**config.mk**
```make
export PLATFORM = sky130hd
export DESIGN_NAME = dram_mrs_seq
export DESIGN_NICKNAME = d
export VERILOG_FILES = /design/src/rtl/dram_mrs_pkg.sv /design/src/rtl/dram_mrs_steps.sv /design/src/rtl/dram_mrs_encode.sv /design/src/rtl/dram_mrs_delay.sv /design/src/rtl/dram_mrs_rank_pick.sv /design/src/rtl/dram_mrs_seq.sv
export SDC_FILE = /design/constraint.sdc
export NUM_CORES = 1
export LEC_CHECK = 0
export ABC_AREA = 1
export BUFFER_PORTS_ARGS = -buffer_cell sky130_fd_sc_hd__buf_2
export CAP_MARGIN = 10
export CORE_UTILIZATION = 62
export CTS_CLUSTER_DIAMETER = 150
export DETAILED_ROUTE_END_ITERATION = 10
export PLACE_DENSITY = 0.88
export SKIP_LAST_GASP = 1
export SYNTH_ARGS = -nofsm -noshare
export SYNTH_HDL_FRONTEND = slang
export SYNTH_HIERARCHICAL = 1
export SYNTH_SLANG_ARGS = --single-unit
export TNS_END_PERCENT = 100
```
**constraint.sdc**
```tcl
create_clock -name clk -period 6.3 [get_ports clk]
set_input_delay 0.63 -clock clk [delete_from_list [all_inputs] [get_ports clk]]
set_output_delay 0.63 -clock clk [all_outputs]
set_load 0.02 [all_outputs]
```
**src/rtl/dram_mrs_pkg.sv**
```systemverilog
package dram_mrs_pkg;

  typedef enum logic [2:0] {
    CMD_READ = 3'd0,
    CMD_NOP  = 3'd1,
    CMD_PREA = 3'd2,
    CMD_MRS  = 3'd3,
    CMD_EMRS = 3'd4,
    CMD_REF  = 3'd6
  } cmd_code_e;

  typedef enum logic [2:0] {
    VAL_ZERO,
    VAL_MR_DLL,
    VAL_MR_RUN,
    VAL_EMR1,
    VAL_EMR1_OCD,
    VAL_MR2
  } val_sel_e;

  typedef struct packed {
    cmd_code_e code;
    logic [1:0] ereg;
    val_sel_e   vsel;
    logic       wait_after;
    logic       last;
  } step_t;

  localparam int STEP_W = 4;

  function automatic logic twr_supported(input logic [3:0] t);
    return (t >= 4'd5) && (t <= 4'd12);
  endfunction

  function automatic logic [2:0] ddr3_wr_code(input logic [3:0] t);
    logic [2:0] c;
    case (t)
      4'd5:          c = 3'd1;
      4'd6:          c = 3'd2;
      4'd7:          c = 3'd3;
      4'd8:          c = 3'd4;
      4'd9, 4'd10:   c = 3'd5;
      4'd11, 4'd12:  c = 3'd6;
      default:       c = 3'd0;
    endcase
    return c;
  endfunction

endpackage

```
**src/rtl/dram_mrs_steps.sv**
```systemverilog
module dram_mrs_steps
  import dram_mrs_pkg::*;
(
  input  logic              is_ddr3,
  input  logic [STEP_W-1:0] idx,
  output step_t             st
);

  function automatic step_t mk(input cmd_code_e c, input logic [1:0] e,
                               input val_sel_e v, input logic w, input logic l);
    step_t s;
    s.code = c;
    s.ereg = e;
    s.vsel = v;
    s.wait_after = w;
    s.last = l;
    return s;
  endfunction

  step_t ddr2_st, ddr3_st;

  always_comb begin
    case (idx)
      4'd0:    ddr2_st = mk(CMD_PREA, 2'd0, VAL_ZERO,     1'b0, 1'b0);
      4'd1:    ddr2_st = mk(CMD_EMRS, 2'd1, VAL_ZERO,     1'b0, 1'b0);
      4'd2:    ddr2_st = mk(CMD_EMRS, 2'd2, VAL_ZERO,     1'b0, 1'b0);
      4'd3:    ddr2_st = mk(CMD_EMRS, 2'd0, VAL_EMR1,     1'b0, 1'b0);
      4'd4:    ddr2_st = mk(CMD_MRS,  2'd0, VAL_MR_DLL,   1'b0, 1'b0);
      4'd5:    ddr2_st = mk(CMD_PREA, 2'd0, VAL_ZERO,     1'b0, 1'b0);
      4'd6:    ddr2_st = mk(CMD_REF,  2'd0, VAL_ZERO,     1'b1, 1'b0);
      4'd7:    ddr2_st = mk(CMD_READ, 2'd0, VAL_ZERO,     1'b0, 1'b0);
      4'd8:    ddr2_st = mk(CMD_MRS,  2'd0, VAL_MR_RUN,   1'b0, 1'b0);
      4'd9:    ddr2_st = mk(CMD_EMRS, 2'd0, VAL_EMR1_OCD, 1'b0, 1'b0);
      default: ddr2_st = mk(CMD_EMRS, 2'd0, VAL_EMR1,     1'b0, 1'b1);
    endcase
  end

  always_comb begin
    case (idx)
      4'd0:    ddr3_st = mk(CMD_EMRS, 2'd1, VAL_MR2,    1'b0, 1'b0);
      4'd1:    ddr3_st = mk(CMD_EMRS, 2'd2, VAL_ZERO,   1'b0, 1'b0);
      4'd2:    ddr3_st = mk(CMD_EMRS, 2'd0, VAL_EMR1,   1'b0, 1'b0);
      4'd3:    ddr3_st = mk(CMD_MRS,  2'd0, VAL_MR_DLL, 1'b0, 1'b0);
      default: ddr3_st = mk(CMD_MRS,  2'd0, VAL_MR_RUN, 1'b0, 1'b1);
    endcase
  end

  assign st = is_ddr3 ? ddr3_st : ddr2_st;

endmodule

```
**src/rtl/dram_mrs_encode.sv**
```systemverilog
module dram_mrs_encode
  import dram_mrs_pkg::*;
#(
  parameter int ADDR_W = 16
) (
  input  logic              is_ddr3,
  input  logic [3:0]        twr,
  input  logic [3:0]        cas,
  input  logic [3:0]        cwl,
  input  val_sel_e          vsel,
  output logic [ADDR_W-1:0] value
);

  localparam logic [31:0] BIT_DLL   = 32'h0000_0800;
  localparam logic [31:0] BIT_INTLV = 32'h0000_0040;
  localparam logic [31:0] BL8_FLD   = 32'h0000_0018;
  localparam logic [31:0] ODT_150   = 32'h0000_0200;
  localparam logic [31:0] OCD_DFLT  = 32'h0000_1C00;
  localparam logic [31:0] ODT_120   = 32'h0000_0200;
  localparam logic [31:0] DRV_34    = 32'h0000_0010;

  logic [3:0]  twr_m1, cl_m4, cwl_m5;
  logic [31:0] d2_mr, d3_mr, mr_run, emr1, v32;

  assign twr_m1 = twr - 4'd1;
  assign cl_m4  = cas - 4'd4;
  assign cwl_m5 = cwl - 4'd5;

  assign d2_mr = (32'(twr_m1[2:0]) << 12) | (32'(cas[2:0]) << 7) | BIT_INTLV | BL8_FLD;
  assign d3_mr = (32'(ddr3_wr_code(twr)) << 12) | (32'(cl_m4[2:0]) << 7) | BIT_INTLV;

  assign mr_run = is_ddr3 ? d3_mr : d2_mr;
  assign emr1   = is_ddr3 ? (ODT_120 | DRV_34) : ODT_150;

  always_comb begin
    case (vsel)
      VAL_MR_DLL:   v32 = mr_run | BIT_DLL;
      VAL_MR_RUN:   v32 = mr_run;
      VAL_EMR1:     v32 = emr1;
      VAL_EMR1_OCD: v32 = emr1 | OCD_DFLT;
      VAL_MR2:      v32 = 32'(cwl_m5[2:0]) << 6;
      default:      v32 = 32'd0;
    endcase
  end

  assign value = v32[ADDR_W-1:0];

endmodule

```
**src/rtl/dram_mrs_delay.sv**
```systemverilog
module dram_mrs_delay #(
  parameter int CNT_W = 8
) (
  input  logic             clk,
  input  logic             rst_n,
  input  logic             load,
  input  logic [CNT_W-1:0] load_val,
  output logic             expire
);

  logic [CNT_W-1:0] cnt;

  always_ff @(posedge clk or negedge rst_n) begin
    if (!rst_n) begin
      cnt <= '0;
    end else if (load) begin
      cnt <= load_val;
    end else if (cnt != '0) begin
      cnt <= cnt - 1'b1;
    end
  end

  assign expire = (cnt == CNT_W'(1));

endmodule

```
**src/rtl/dram_mrs_rank_pick.sv**
```systemverilog
module dram_mrs_rank_pick #(
  parameter int NUM_RANKS = 4,
  parameter int RANK_W    = 2
) (
  input  logic [NUM_RANKS-1:0] mask,
  input  logic [RANK_W:0]      from_idx,
  output logic                 found,
  output logic [RANK_W-1:0]    idx
);

  logic [NUM_RANKS-1:0] cand;

  for (genvar i = 0; i < NUM_RANKS; i++) begin : g_cand
    assign cand[i] = mask[i] && ((RANK_W+1)'(i) >= from_idx);
  end

  always_comb begin
    found = 1'b0;
    idx   = '0;
    for (int i = NUM_RANKS - 1; i >= 0; i--) begin
      if (cand[i]) begin
        found = 1'b1;
        idx   = RANK_W'(i);
      end
    end
  end

endmodule

```
**src/rtl/dram_mrs_seq.sv**
```systemverilog
module dram_mrs_seq
  import dram_mrs_pkg::*;
#(
  parameter int NUM_RANKS = 4,
  parameter int CLK_MHZ   = 50,
  parameter int ADDR_W    = 16,
  localparam int RANK_W   = (NUM_RANKS > 1) ? $clog2(NUM_RANKS) : 1
) (
  input  logic                 clk,
  input  logic                 rst_n,
  input  logic                 start,
  input  logic                 mem_ddr3,
  input  logic [3:0]           twr_cyc,
  input  logic [3:0]           cas_lat,
  input  logic [3:0]           cas_wr_lat,
  input  logic [NUM_RANKS-1:0] rank_mask,
  input  logic                 cmd_ready,
  output logic                 cmd_valid,
  output logic [2:0]           cmd_code,
  output logic [1:0]           cmd_ereg,
  output logic [RANK_W-1:0]    cmd_rank,
  output logic [ADDR_W-1:0]    cmd_addr,
  output logic                 init_en,
  output logic                 done,
  output logic                 error
);

  localparam int DLY_SETTLE = 2 * CLK_MHZ;
  localparam int DLY_REF    = CLK_MHZ;
  localparam int CNT_W      = $clog2(DLY_SETTLE + 1);

  typedef enum logic [2:0] {
    S_IDLE, S_NOP, S_EN_OFF, S_EN_WAIT, S_PICK, S_ISSUE, S_WAIT, S_DONE
  } state_e;

  state_e               state;
  logic [STEP_W-1:0]    step;
  logic [RANK_W-1:0]    cur_rank;
  logic [RANK_W:0]      next_from;
  logic                 cfg_ddr3;
  logic [3:0]           cfg_twr, cfg_cas, cfg_cwl;
  logic [NUM_RANKS-1:0] cfg_mask;
  logic                 err_q;

  step_t                st;
  logic [ADDR_W-1:0]    enc_val;
  logic                 pick_found;
  logic [RANK_W-1:0]    pick_idx;
  logic                 dly_load, dly_expire;
  logic [CNT_W-1:0]     dly_val;
  logic                 hs;

  dram_mrs_steps u_steps (
    .is_ddr3 (cfg_ddr3),
    .idx     (step),
    .st      (st)
  );

  dram_mrs_encode #(.ADDR_W(ADDR_W)) u_enc (
    .is_ddr3 (cfg_ddr3),
    .twr     (cfg_twr),
    .cas     (cfg_cas),
    .cwl     (cfg_cwl),
    .vsel    (st.vsel),
    .value   (enc_val)
  );

  dram_mrs_rank_pick #(.NUM_RANKS(NUM_RANKS), .RANK_W(RANK_W)) u_pick (
    .mask     (cfg_mask),
    .from_idx (next_from),
    .found    (pick_found),
    .idx      (pick_idx)
  );

  dram_mrs_delay #(.CNT_W(CNT_W)) u_dly (
    .clk      (clk),
    .rst_n    (rst_n),
    .load     (dly_load),
    .load_val (dly_val),
    .expire   (dly_expire)
  );

  assign hs       = cmd_valid && cmd_ready;
  assign dly_load = (state == S_EN_OFF) || (state == S_ISSUE && hs && st.wait_after);
  assign dly_val  = (state == S_EN_OFF) ? CNT_W'(DLY_SETTLE) : CNT_W'(DLY_REF);

  always_ff @(posedge clk or negedge rst_n) begin
    if (!rst_n) begin
      state     <= S_IDLE;
      step      <= '0;
      cur_rank  <= '0;
      next_from <= '0;
      cfg_ddr3  <= 1'b0;
      cfg_twr   <= '0;
      cfg_cas   <= '0;
      cfg_cwl   <= '0;
      cfg_mask  <= '0;
      err_q     <= 1'b0;
    end else begin
      case (state)
        S_IDLE: begin
          if (start) begin
            cfg_ddr3  <= mem_ddr3;
            cfg_twr   <= twr_cyc;
            cfg_cas   <= cas_lat;
            cfg_cwl   <= cas_wr_lat;
            cfg_mask  <= rank_mask;
            next_from <= '0;
            err_q     <= 1'b0;
            if (mem_ddr3 && !twr_supported(twr_cyc)) begin
              err_q <= 1'b1;
            end else if (rank_mask == '0) begin
              state <= S_DONE;
            end else begin
              state <= S_NOP;
            end
          end
        end
        S_NOP: begin
          if (cmd_ready) state <= S_EN_OFF;
        end
        S_EN_OFF: begin
          state <= S_EN_WAIT;
        end
        S_EN_WAIT: begin
          if (dly_expire) state <= S_PICK;
        end
        S_PICK: begin
          if (pick_found) begin
            cur_rank <= pick_idx;
            step     <= '0;
            state    <= S_ISSUE;
          end else begin
            state <= S_DONE;
          end
        end
        S_ISSUE: begin
          if (cmd_ready) begin
            if (st.last) begin
              next_from <= (RANK_W+1)'(cur_rank) + (RANK_W+1)'(1);
              state     <= S_PICK;
            end else begin
              step <= step + 1'b1;
              if (st.wait_after) state <= S_WAIT;
            end
          end
        end
        S_WAIT: begin
          if (dly_expire) state <= S_ISSUE;
        end
        default: begin
          state <= S_IDLE;
        end
      endcase
    end
  end

  always_comb begin
    cmd_valid = (state == S_NOP) || (state == S_ISSUE);
    if (state == S_NOP) begin
      cmd_code = CMD_NOP;
      cmd_ereg = 2'd0;
      cmd_rank = '0;
      cmd_addr = '0;
    end else begin
      cmd_code = st.code;
      cmd_ereg = st.ereg;
      cmd_rank = cur_rank;
      cmd_addr = enc_val;
    end
  end

  assign init_en = (state != S_EN_OFF);
  assign done    = (state == S_DONE);
  assign error   = err_q;

endmodule

```
* Word-level counts from Yosys, hierarchy flattened
Memories as Yosys holds them, arrays and structs flattened.
Index checks and enable logic that the tools add are counted.
** Word-level totals
- Bits in registers :: 35
- Latch bits :: 0
- Bits in writable memories :: 0
- ROM bits :: 208
- Input bits :: 21
- Output and inout port bits :: 27
- Logic and storage cells :: 118
- Memories kept :: 2
** Memory list
- (no name shown) :: words 16, bits a word 10, read ports 1, clocked after Yosys merged registers in 0, wr ports 0, RTL line dram_mrs_steps.sv:23 : case (idx)
- (no name shown) :: words 16, bits a word 3, read ports 1, clocked after Yosys merged registers in 0, wr ports 0, RTL line dram_mrs_pkg.sv:37 : case (t)
** Cells by class
- Add/subtract/negate cells :: 6
- $mul :: 0
- Divide/modulo/power cells :: 0
- $lt $le $gt $ge :: 6
- Equal/unequal tests :: 27
- Shift-type cells :: 0
- Mux-type cells :: 40
- Bitwise logic cells :: 2
- Reduce and logical (&&, ||, !) cells :: 24
** Operator list (count)
- $pmux W16 S5 :: 1
- $pmux W10 S4 :: 1
- $mux W3 :: 13
- $or A15 B10 Y15 :: 2
- $mux W7 :: 3
- $pmux W3 S7 :: 1
- $eq A3 B3 Y1 const B :: 6
- $ne A2 B2 Y1 const B :: 9
- $mux W16 :: 1
- $mux W15 :: 1
- $mux W2 :: 7
- $eq A3 B2 Y1 const B :: 4
- $mux W4 :: 3
- $mux W10 :: 1
- $logic_and A1 B1 Y1 :: 9
- $eq A4 B2 Y1 const B :: 2
- $logic_not A4 Y1 :: 2
- $pmux W4 S2 :: 1
- $reduce_and A4 Y1 :: 2
- $eq A7 B1 Y1 const B :: 1
- $reduce_and A7 Y1 :: 1
- $reduce_bool A7 Y1 :: 1
- $sub A7 B1 Y7 const B :: 1
- $eq A3 B1 Y1 const B :: 2
- other kinds (19) :: 30

* Depth between registers and ports, before layout
Gate-level depths: netlist (run 1).
- Depth in word-level cells :: 8
- Gate-level depth with buffers :: 13
- Depth with buffers taken out :: 13

* Cells and area by module
Netlist (run 1), hierarchy kept.
** Modules (own cells, without submodules)
- dram_mrs_seq :: instances 1, cells each 245, area each 1766.7 um2
- dram_mrs_delay :: instances 1, cells each 67, area each 493.0 um2
- dram_mrs_encode :: instances 1, cells each 74, area each 390.4 um2
- dram_mrs_steps :: instances 1, cells each 50, area each 220.2 um2
- dram_mrs_rank_pick :: instances 1, cells each 17, area each 85.1 um2

* Worst setup path before layout (run 1)
Ideal clock, no wire load.
- Kind :: register to output
- From :: reg cfg_ddr3
- To :: out cmd_addr[7]
- Data arrival time :: 1.646 ns
- Data required time :: 5.670 ns
- Slack :: 4.024 ns
- Stages on the path, launching flop included :: 13
- Buffers on the path :: 0
- Cell sequence :: dfrtp_1 -> inv_1 -> nor2_2 -> nand2_1 -> nand2_1 -> inv_2 -> nand2_4 -> nand3_4 -> inv_1 -> nand2_1 -> o21ai_0 -> nand2_1 -> inv_1
** RTL lines
- start: declaration :: RTL line dram_mrs_seq.sv:40 : logic cfg_ddr3;
- start signal: assignment :: RTL line dram_mrs_seq.sv:103 : cfg_ddr3 <= mem_ddr3;
- end: declaration :: RTL line dram_mrs_seq.sv:22 : output logic [ADDR_W-1:0] cmd_addr,

==> impl_metrics.tcl, run 1 <==
set metrics [dict create \
    post_cts.resized_instances 0 \
    numCtsBuffers 5 \
    min_path_type "in2async" \
    tritoncts "done" \
    antenna_violations_before_repair 0 \
    cts_max_path_buffers 2 \
    setup.worst_path.start_class "register" \
    routed-via-count 2626 \
    crit_fanout 13 \
    finalWeightedCongestion 0.879 \
    setup_total_negative_slack_ns 0 \
    power.internal_mw 0.771 \
    drv_cap 0 \
    chipHeight_um 70.2 \
    dpl-instance-area_sq_mm 0.00308 \
    max-vdd-ir-drop_v 0.000329 \
    clockRootBuffer "clkbuf_8" \
    synth-warning-count 6 \
    wl_met1_um 2670 \
    antenna_violating_nets_post_route 0 \
    top_layer "met4" \
    met3WireLength_um 181 \
    area_delta_synth_final_pct 10.7 \
    route.detailed.vias_per_inst 4.90 \
    commonest_cells_after_routing_fill_and_taps_aside "147 x nand2_1, 66 x inv_1, 43 x nand3_1" \
    critical_path_arrival_ns 2.33 \
    routedWlPerCell_um 10.8 \
    routed_wire_length_um 5800 \
    total_of_buffers_placed_on_input_and_output_ports 40 \
    clock_share_of_power_pct 12.6 \
    final_design_area_no_fill_sq_mm 0.00319 \
    timing.final.crit_period_ns 2.96 \
    grt_start_max_net_pins 36 \
    p_switching_mw 0.849 \
    maxClockFrequency_ghz 0.337 \
    design.die.area_sq_mm 0.00492 \
    met2_length_um 2840 \
    antenna_cells_inserted 0 \
    report.final.hold_viol_count 0 \
    final_hpwl_from_detailed_placement_um 4360 \
    first_global_vias 2371 \
    finalSetupViolations 0 \
    slew_margin_rel_pct 48.7 \
    grt_first_pass_wirelength_um 10000 \
    rsz0062_at_grt "false" \
    synth_area_per_cell_sq_um 6.47 \
    final_cycle_utilization_of_the_critical_path_pct 47.0 \
    num_rows 24 \
    final_nets 513 \
    drtIter0Drc 195 \
    worstSetupEndpointType "output port" \
    synth_cells 445 \
    finalClockSkew_ns 0.0110 \
    worst_skew_pair.late_latency_ns 0.30 \
    worst_path_class_setup "reg2out" \
    post_route_cells_drive_above_1_share_pct 19.8 \
    num-fill-cells 362 \
    global_route.overflow_total 0 \
    cts_post_setup_buffers_inserted 0 \
    drcViolationCount 0 \
    clk_transition_reported_paths_ns 0.08 \
    cts-htree-levels 2 \
    globalRouteTotalUtil_pct 25.3 \
    seq_power_share_pct 27.0 \
    clock_sink_count 35 \
    power.share.switching_pct 52.4 \
    ctsHoldBuffers 0 \
    tightest_slew_ns 0.769 \
    static-leakage-power_nw 1.95 \
    mappedNetlistArea_sq_mm 0.00288 \
    final_cells 536 \
    pwr-share-comb_pct 60.4 \
    core_area_sq_mm 0.00441 \
    timing.critical_path.required_ns 5.67 \
    router_iterations_before_antenna_repair 4 \
    dieWidth_um 70.2 \
    start_util_pct 65.2 \
    mostFrequentLayoutCell "nand2_1" \
    dp_cells 528 \
    run_status "complete, no violations" \
    ioPinCount 48 \
    power.density_cell_area_mw_per_mm2 508 \
    timing_max_transition_violations_final 0 \
]
-- per-stage QoR --
stage	util, %	power (mW)	setup WS [ns]	hold WS, ns
after floorplan	-	1.22	4.02	0.334
after global placement	69.7	1.38	3.66	0.459
after detailed placement	69.7	1.42	3.58	0.469
after CTS	72.2	1.63	3.31	0.428
after global routing	72.2	1.78	3.06	0.463
final	72.2	1.62	3.34	0.402
-- registers in the layout, summed over array words and instances, names as in the netlist --
| register | count |
|---|---|
| u_dly/cnt | 7 |
| cfg_mask | 4 |
| cfg_twr | 4 |
| step | 4 |
| cfg_cas | 3 |
| cfg_cwl | 3 |
| next_from | 3 |
| state | 3 |
| cur_rank | 2 |
| cfg_ddr3 | 1 |
| error | 1 |
-- per-layer routing --
layer  vias to the layer above  global-route usage (%)
met5                         -                       0
met4                         0                    8.89
met3                        11                    4.62
met2                        55                    44.6
met1                      1132                    30.9
li1                       1428                       -
-- layout make-up --
class,instances,area [sq um],share of cell area [%]
Sequential cell,35,876,27.5
Clock buffer,5,68.8,2.16
Timing Repair Buffer,40,200,6.28
Inverter,77,292,9.14
Clock inverter,3,43.8,1.37
Tap cell,52,65.1,2.04
Multi-Input combinational cell,324,1640,51.5
-- worst max-delay path: stages, from the launching register on --
cell,delay (ns)
dfrtp_1,0.65
inv_1,0.26
nor2_2,0.18
nand2_1,0.06
nand2_1,0.13
nand2_1,0.15
nand3_4,0.16
inv_1,0.07
nand2_1,0.05
o21ai_0,0.07
nand2_1,0.06
inv_1,0.04
buf_2,0.15
-- power by group through the flow --
stage / logic, mW / registers (mW) / clock network, mW
detailed placement: 0.976 / 0.440 / 0
finish: 0.979 / 0.437 / 0.204
global route: 1.12 / 0.448 / 0.220
floorplan: 0.813 / 0.403 / 0
global placement: 0.950 / 0.434 / 0
CTS: 0.985 / 0.437 / 0.209
-- final timing paths --
check	cells after the start	to	slack, ns	start
worst max-delay path	12	cmd_addr[7]	3.34	cfg_ddr3
worst min-delay path	1	u_dly/cnt[3]	0.40	rst_n
worst max register to register	9	u_dly/cnt[2]	3.51	cfg_ddr3
worst min register to register	2	cfg_mask[3]	0.48	cfg_mask[3]
max in group asynchronous	1	cur_rank[1]	5.40	rst_n
min in group clk	2	cfg_mask[3]	0.48	cfg_mask[3]
Note: power is estimated with default switching activity, not from simulation.
==> run 2: changes to the inputs <==
Settings changed: CORE_UTILIZATION 62 to 52, PLACE_DENSITY 0.88 to 0.79.
Clock period 6.3 ns to 2.6 ns, I/O delays scaled along.
==> run 2 against run 1 <==
  * Clock power is 140% higher
  * Largest cell class unchanged
  * Clock skew is 0.00092 ns lower
  * Critical endpoint unchanged
  * Sequential power is 140% higher
  * Via count is 2.7% higher
==> impl_metrics.tcl, run 2 (synthesis gave the netlist of run 1 again) <==
set metrics [dict create \
    run_status "complete, no violations" \
    drtIter0Drc 191 \
    placement.setup.worst_slack_ns 0.532 \
    seq_power_share_pct 26.1 \
    crit_start "step[3]" \
    globalRouteTotalUtil_pct 21.2 \
    antenna_violations_before_repair 0 \
    antenna_violating_nets_post_route 0 \
    global_route.overflow_total 0 \
    clk_transition_reported_paths_ns 0.07 \
    cts_max_path_buffers 2 \
    timing_max_transition_violations_final 0 \
    power.density_cell_area_mw_per_mm2 1230 \
    max-vdd-ir-drop_v 0.000572 \
    routed_wire_length_um 5840 \
    clockRootBuffer "clkbuf_8" \
    numCtsBuffers 5 \
    finalClockSkew_ns 0.0101 \
    num_rows 26 \
    num-fill-cells 487 \
    core_area_sq_mm 0.00520 \
    drv_cap 0 \
    timing.final.crit_period_ns 2.38 \
    start_util_pct 55.3 \
    ctsHoldBuffers 0 \
    multiInputGateArea_sq_mm 0.00164 \
    setup.worst_path.start_class "register" \
    worst-r2r-setup-slack_ns 0.63 \
    registers.top_by_ff_count "u_dly/cnt" \
    rsz0062_at_grt "false" \
    final_nets 515 \
    number_of_flip_flops_in_the_largest_register 7 \
    report.final.hold_viol_count 0 \
    first_global_vias 2301 \
    commonest_cells_after_routing_fill_and_taps_aside "147 x nand2_1, 66 x inv_1, 43 x nand3_1" \
    worst_path_class_setup "reg2out" \
    grt_start_max_net_pins 36 \
    final_cells 556 \
    dpl-instance-area_sq_mm 0.00311 \
    ioPinCount 48 \
    maxClockFrequency_ghz 0.420 \
    clock_sink_count 35 \
    design.die.area_sq_mm 0.00584 \
    timing.critical_path.required_ns 2.34 \
    r2r-start "cfg_ddr3" \
    tritoncts "done" \
    setup_total_negative_slack_ns 0 \
    final_hpwl_from_detailed_placement_um 4410 \
    number_of_cells_traversed_by_the_worst_register_to_register_path 10 \
    critical_path_arrival_ns 2.12 \
    mostFrequentLayoutCell "nand2_1" \
    grt_first_pass_wirelength_um 10200 \
    routedWlPerCell_um 10.5 \
    static-leakage-power_nw 1.96 \
    capture_instance_of_the_worst_register_to_register_path "u_dly/cnt[2]" \
    layout_setup_ws_ns 0.220 \
    worst_skew_pair.late_latency_ns 0.30 \
    power.internal_mw 1.89 \
    antenna_cells_inserted 0 \
    slew_margin_rel_pct 46.7 \
    finish.utilization_pct 62.0 \
    min_path_type "in2async" \
    area_delta_synth_final_pct 12.0 \
    route.detailed.vias_per_inst 4.85 \
    worstSetupEndpointType "output port" \
    finalSetupViolations 0 \
    total_of_buffers_placed_on_input_and_output_ports 40 \
    final_cycle_utilization_of_the_critical_path_pct 91.5 \
    clock_share_of_power_pct 12.5 \
    cts_post_setup_buffers_inserted 0 \
    final_design_area_no_fill_sq_mm 0.00323 \
    drcViolationCount 0 \
    seqCellArea_sq_um 876 \
    chipHeight_um 76.4 \
    post_cts.resized_instances 0 \
    dp_cells 548 \
    crit_fanout 8 \
    p_switching_mw 2.07 \
    routed-via-count 2697 \
    tightest_slew_ns 0.799 \
    dieWidth_um 76.4 \
    post_route_cells_drive_above_1_share_pct 20.2 \
    power.share.switching_pct 52.2 \
    pwr-share-comb_pct 61.4 \
    finalWeightedCongestion 0.838 \
    cts-htree-levels 2 \
    router_iterations_before_antenna_repair 5 \
]
==> run 2: cell types whose count changed in the layout (fill, tap and decap cells not counted), sizes merged <==
cell,delta
buf,+2
==> run 2: metrics by stage <==
| stage | total power [mW] | hold slack (ns) |
|---|---|---|
| floorplan | 2.94 | -0.0356 |
| global route | 4.37 | 0.105 |
| global placement | 3.39 | 0.381 |
| detailed placement | 3.47 | 0.396 |
| finish | 3.95 | 0.0519 |
| CTS | 3.97 | 0.0739 |
==> run 2: worst max path at each step <==
stage / to / slack [ns] / cells past startpoint
2_1_floorplan: u_dly/cnt[2] / 0.46 / 9
3_3_place_gp: cmd_addr[7] / 0.59 / 14
6_report: cmd_addr[7] / 0.22 / 14
5_1_grt: cmd_addr[7] / 0.001 / 14
3_5_place_dp: cmd_addr[7] / 0.53 / 14
4_1_cts: cmd_addr[7] / 0.20 / 14
==> run 2: power by group through the flow <==
stage / combinational [mW] / sequential, mW / clock [mW]
after CTS: 2.44 / 1.03 / 0.504
after floorplan: 1.97 / 0.975 / 0
after detailed placement: 2.43 / 1.04 / 0
after global routing: 2.77 / 1.07 / 0.530
after global placement: 2.36 / 1.03 / 0
final: 2.43 / 1.03 / 0.494
==> run 2: worst max-delay path, cell delays in order (launching register included) <==
cell	delay, ns
dfrtp_1	0.49
nor2_4	0.23
inv_2	0.07
nor2_2	0.10
nand2_1	0.06
nand2_1	0.13
inv_2	0.07
nand2_4	0.08
nand3_4	0.10
inv_1	0.09
nand2_1	0.05
o21ai_0	0.07
nand2_1	0.07
inv_1	0.06
buf_2	0.16
==> run 2: final cells by class <==
class	count	area share, %
clock buffer	5	2.13
inverter	77	9.04
tap	70	2.72
clock inverter	3	1.36
multi-input combinational	324	50.9
timing repair buffer	42	6.67
sequential	35	27.2
==> run 2: layer usage <==
metal | global-route usage [%] | part of all wire (%)
met3 | 3.23 | 3.9
met2 | 36.1 | 48
met4 | 6.35 | 1.1
met5 | 0 | 0
met1 | 27.7 | 47
==> run 3: changes to the inputs <==
Settings changed: ABC_AREA 1 to not set, CTS_CLUSTER_DIAMETER 150 to 60, PLACE_DENSITY 0.79 to 0.8.
==> run 3 against run 2 <==
  * Non-clock buffer count up 19
  * Global-route usage up 0.58 points
  * Wire length up 4.5%
  * Core utilization up 1.5 points
  * Synthesized cell count down 28%
  * Total power up 5.7%
  * Area after synthesis down 2.8%
  * Combinational power up 5%
  * Critical path depth down 5
==> impl_metrics.tcl, run 3 <==
set metrics [dict create \
    grt_start_max_net_pins 36 \
    core_area_sq_mm 0.00514 \
    report.power.total_mw 4.18 \
    finalClockSkew_ns 0.00922 \
    router_iterations_before_antenna_repair 4 \
    total_of_buffers_placed_on_input_and_output_ports 40 \
    layout_setup_ws_ns 0.0492 \
    antenna_violations_before_repair 0 \
    timing.critical_path.cells "nor2_1, o21ai_0, o211ai_1, buf_4, nand2b_4, a2111o_1, a21oi_2, nor2b_1, buf_4" \
    antenna_cells_inserted 0 \
    synth-warning-count 6 \
    number_of_flip_flops_in_the_largest_register 7 \
    cts_max_path_buffers 2 \
    clock_sink_count 35 \
    drv_cap 0 \
    start_util_pct 54.5 \
    chipHeight_um 75.4 \
    timing.critical_path.required_ns 2.34 \
    slowest_stage "dfrtp_2" \
    tritoncts "done" \
    synth_cells 320 \
    post_route_cells_drive_above_1_share_pct 32.0 \
    tightest_slew_ns 0.781 \
    final_cycle_utilization_of_the_critical_path_pct 98.1 \
    synth_area_per_cell_sq_um 8.75 \
    num-fill-cells 449 \
    number_of_cells_traversed_by_the_worst_register_to_register_path 6 \
    worst_skew_pair.late_latency_ns 0.28 \
    placement.setup.worst_slack_ns 0.241 \
    worst-r2r-setup-slack_ns 0.30 \
    global_route.overflow_total 0 \
    area_delta_synth_final_pct 16.6 \
    fin_worst_hold_slack_ns 0.0490 \
    max-vdd-ir-drop_v 0.000613 \
    crit_fanout 7 \
    registers.top_by_ff_count "u_dly/cnt" \
    critical_path_arrival_ns 2.29 \
    drcViolationCount 0 \
    slew_margin_rel_pct 47.9 \
    r2r-start "u_dly/cnt[3]" \
    clk_transition_reported_paths_ns 0.08 \
    setup.worst_path.start_class "register" \
    finalWeightedCongestion 0.793 \
    numCtsBuffers 5 \
    rsz0062_at_grt "true" \
    route.detailed.vias_per_inst 5.52 \
    final_nets 398 \
    drtIter0Drc 93 \
    num_rows 26 \
    maxClockFrequency_ghz 0.392 \
    report.final.hold_viol_count 0 \
    routed-via-count 2424 \
    cts-htree-levels 2 \
    first_global_vias 2179 \
    finalSetupViolations 0 \
    grt_first_pass_wirelength_um 9570 \
    globalRouteTotalUtil_pct 21.8 \
    routed_wire_length_um 6110 \
    routedWlPerCell_um 13.9 \
    ctsHoldBuffers 0 \
    setup_total_negative_slack_ns 0 \
    design.die.area_sq_mm 0.00568 \
    antenna_violating_nets_post_route 0 \
    cpMostUsedCell "buf_4" \
    power.density_cell_area_mw_per_mm2 1280 \
    ioPinCount 48 \
    clockRootBuffer "clkbuf_8" \
    static-leakage-power_nw 1.50 \
    mostFrequentLayoutCell "buf_2" \
    timing_max_transition_violations_final 0 \
    final_hpwl_from_detailed_placement_um 4320 \
    worstSetupEndpointType "output port" \
    run_status "complete, no violations" \
    capture_instance_of_the_worst_register_to_register_path "state[0]" \
    worst_path_largest_cell_delay_ns 0.42 \
    timing.final.crit_period_ns 2.55 \
    min_path_type "in2async" \
    worst_path_class_setup "reg2out" \
    commonest_cells_after_routing_fill_and_taps_aside "38 x buf_2, 30 x dfrtp_1, 29 x nor2b_1" \
    dieWidth_um 75.4 \
    mappedNetlistArea_sq_mm 0.00280 \
]
run 3: how the worst max path moves through the flow:
stage                        start            to  slack [ns]  cells after the start
after global placement     step[3]  cmd_addr[14]        0.30                      8
after detailed placement   step[3]  cmd_addr[14]        0.24                      9
after CTS                  step[3]  cmd_addr[12]      -0.001                      9
final                      step[0]  cmd_addr[14]        0.05                      9
after floorplan           cfg_ddr3  cmd_addr[14]        0.21                      8
after global routing       step[3]   cmd_addr[9]        -0.1                     10
run 3: final cells by class:
class                      instances  area [sq um]  area share [%]
clock inverter                     2          35.0            1.07
multi-input combinational        247          1740            53.4
sequential                        35           882            27.0
clock buffer                       6          82.6            2.53
tap                               70          87.6            2.68
timing repair buffer              61           368            11.3
inverter                          18          67.6            2.07
run 3: timing repair:
item,in CTS,in global routing
endpoints found under the setup margin,4,7
pin swaps,0,3
buffers inserted,2,6
resized for setup,2,15
run 3: per-stage QoR:
step,cell area (sq um),instances,util (%)
6_report,3260,439,63.5
5_1_grt,3260,439,63.5
4_1_cts,3180,433,61.9
3_5_place_dp,3050,423,59.3
3_3_place_gp,3050,423,59.3
2_1_floorplan,2820,325,-
run 3: metal layers:
metal	part of all wire [%]	vias to the layer above	global-route usage, %	wire [um]
met2	50	56	37.7	3070
li1	-	1197	-	-
met4	0.93	0	5.76	57
met5	0	-	0	0
met3	2.9	4	4.63	179
met1	46	1167	27.8	2790
run 3: critical path, delay by kind of cell (launching register included):
| kind | cells | cell delay (ns) |
|---|---|---|
| AO/OA/AOI/OAI | 4 | 0.86 |
| flip-flops | 1 | 0.42 |
| AND/OR/NAND/NOR | 3 | 0.40 |
| buffers and inverters | 2 | 0.32 |
run 3: power by group:
part | switching (mW) | internal, mW | total, mW | leakage (nW)
sequential | 0.335 | 0.784 | 1.12 | 0.427
clock | 0.197 | 0.310 | 0.507 | 0.0612
combinational | 1.36 | 1.19 | 2.55 | 1.02
total | 1.89 | 2.29 | 4.18 | 1.50
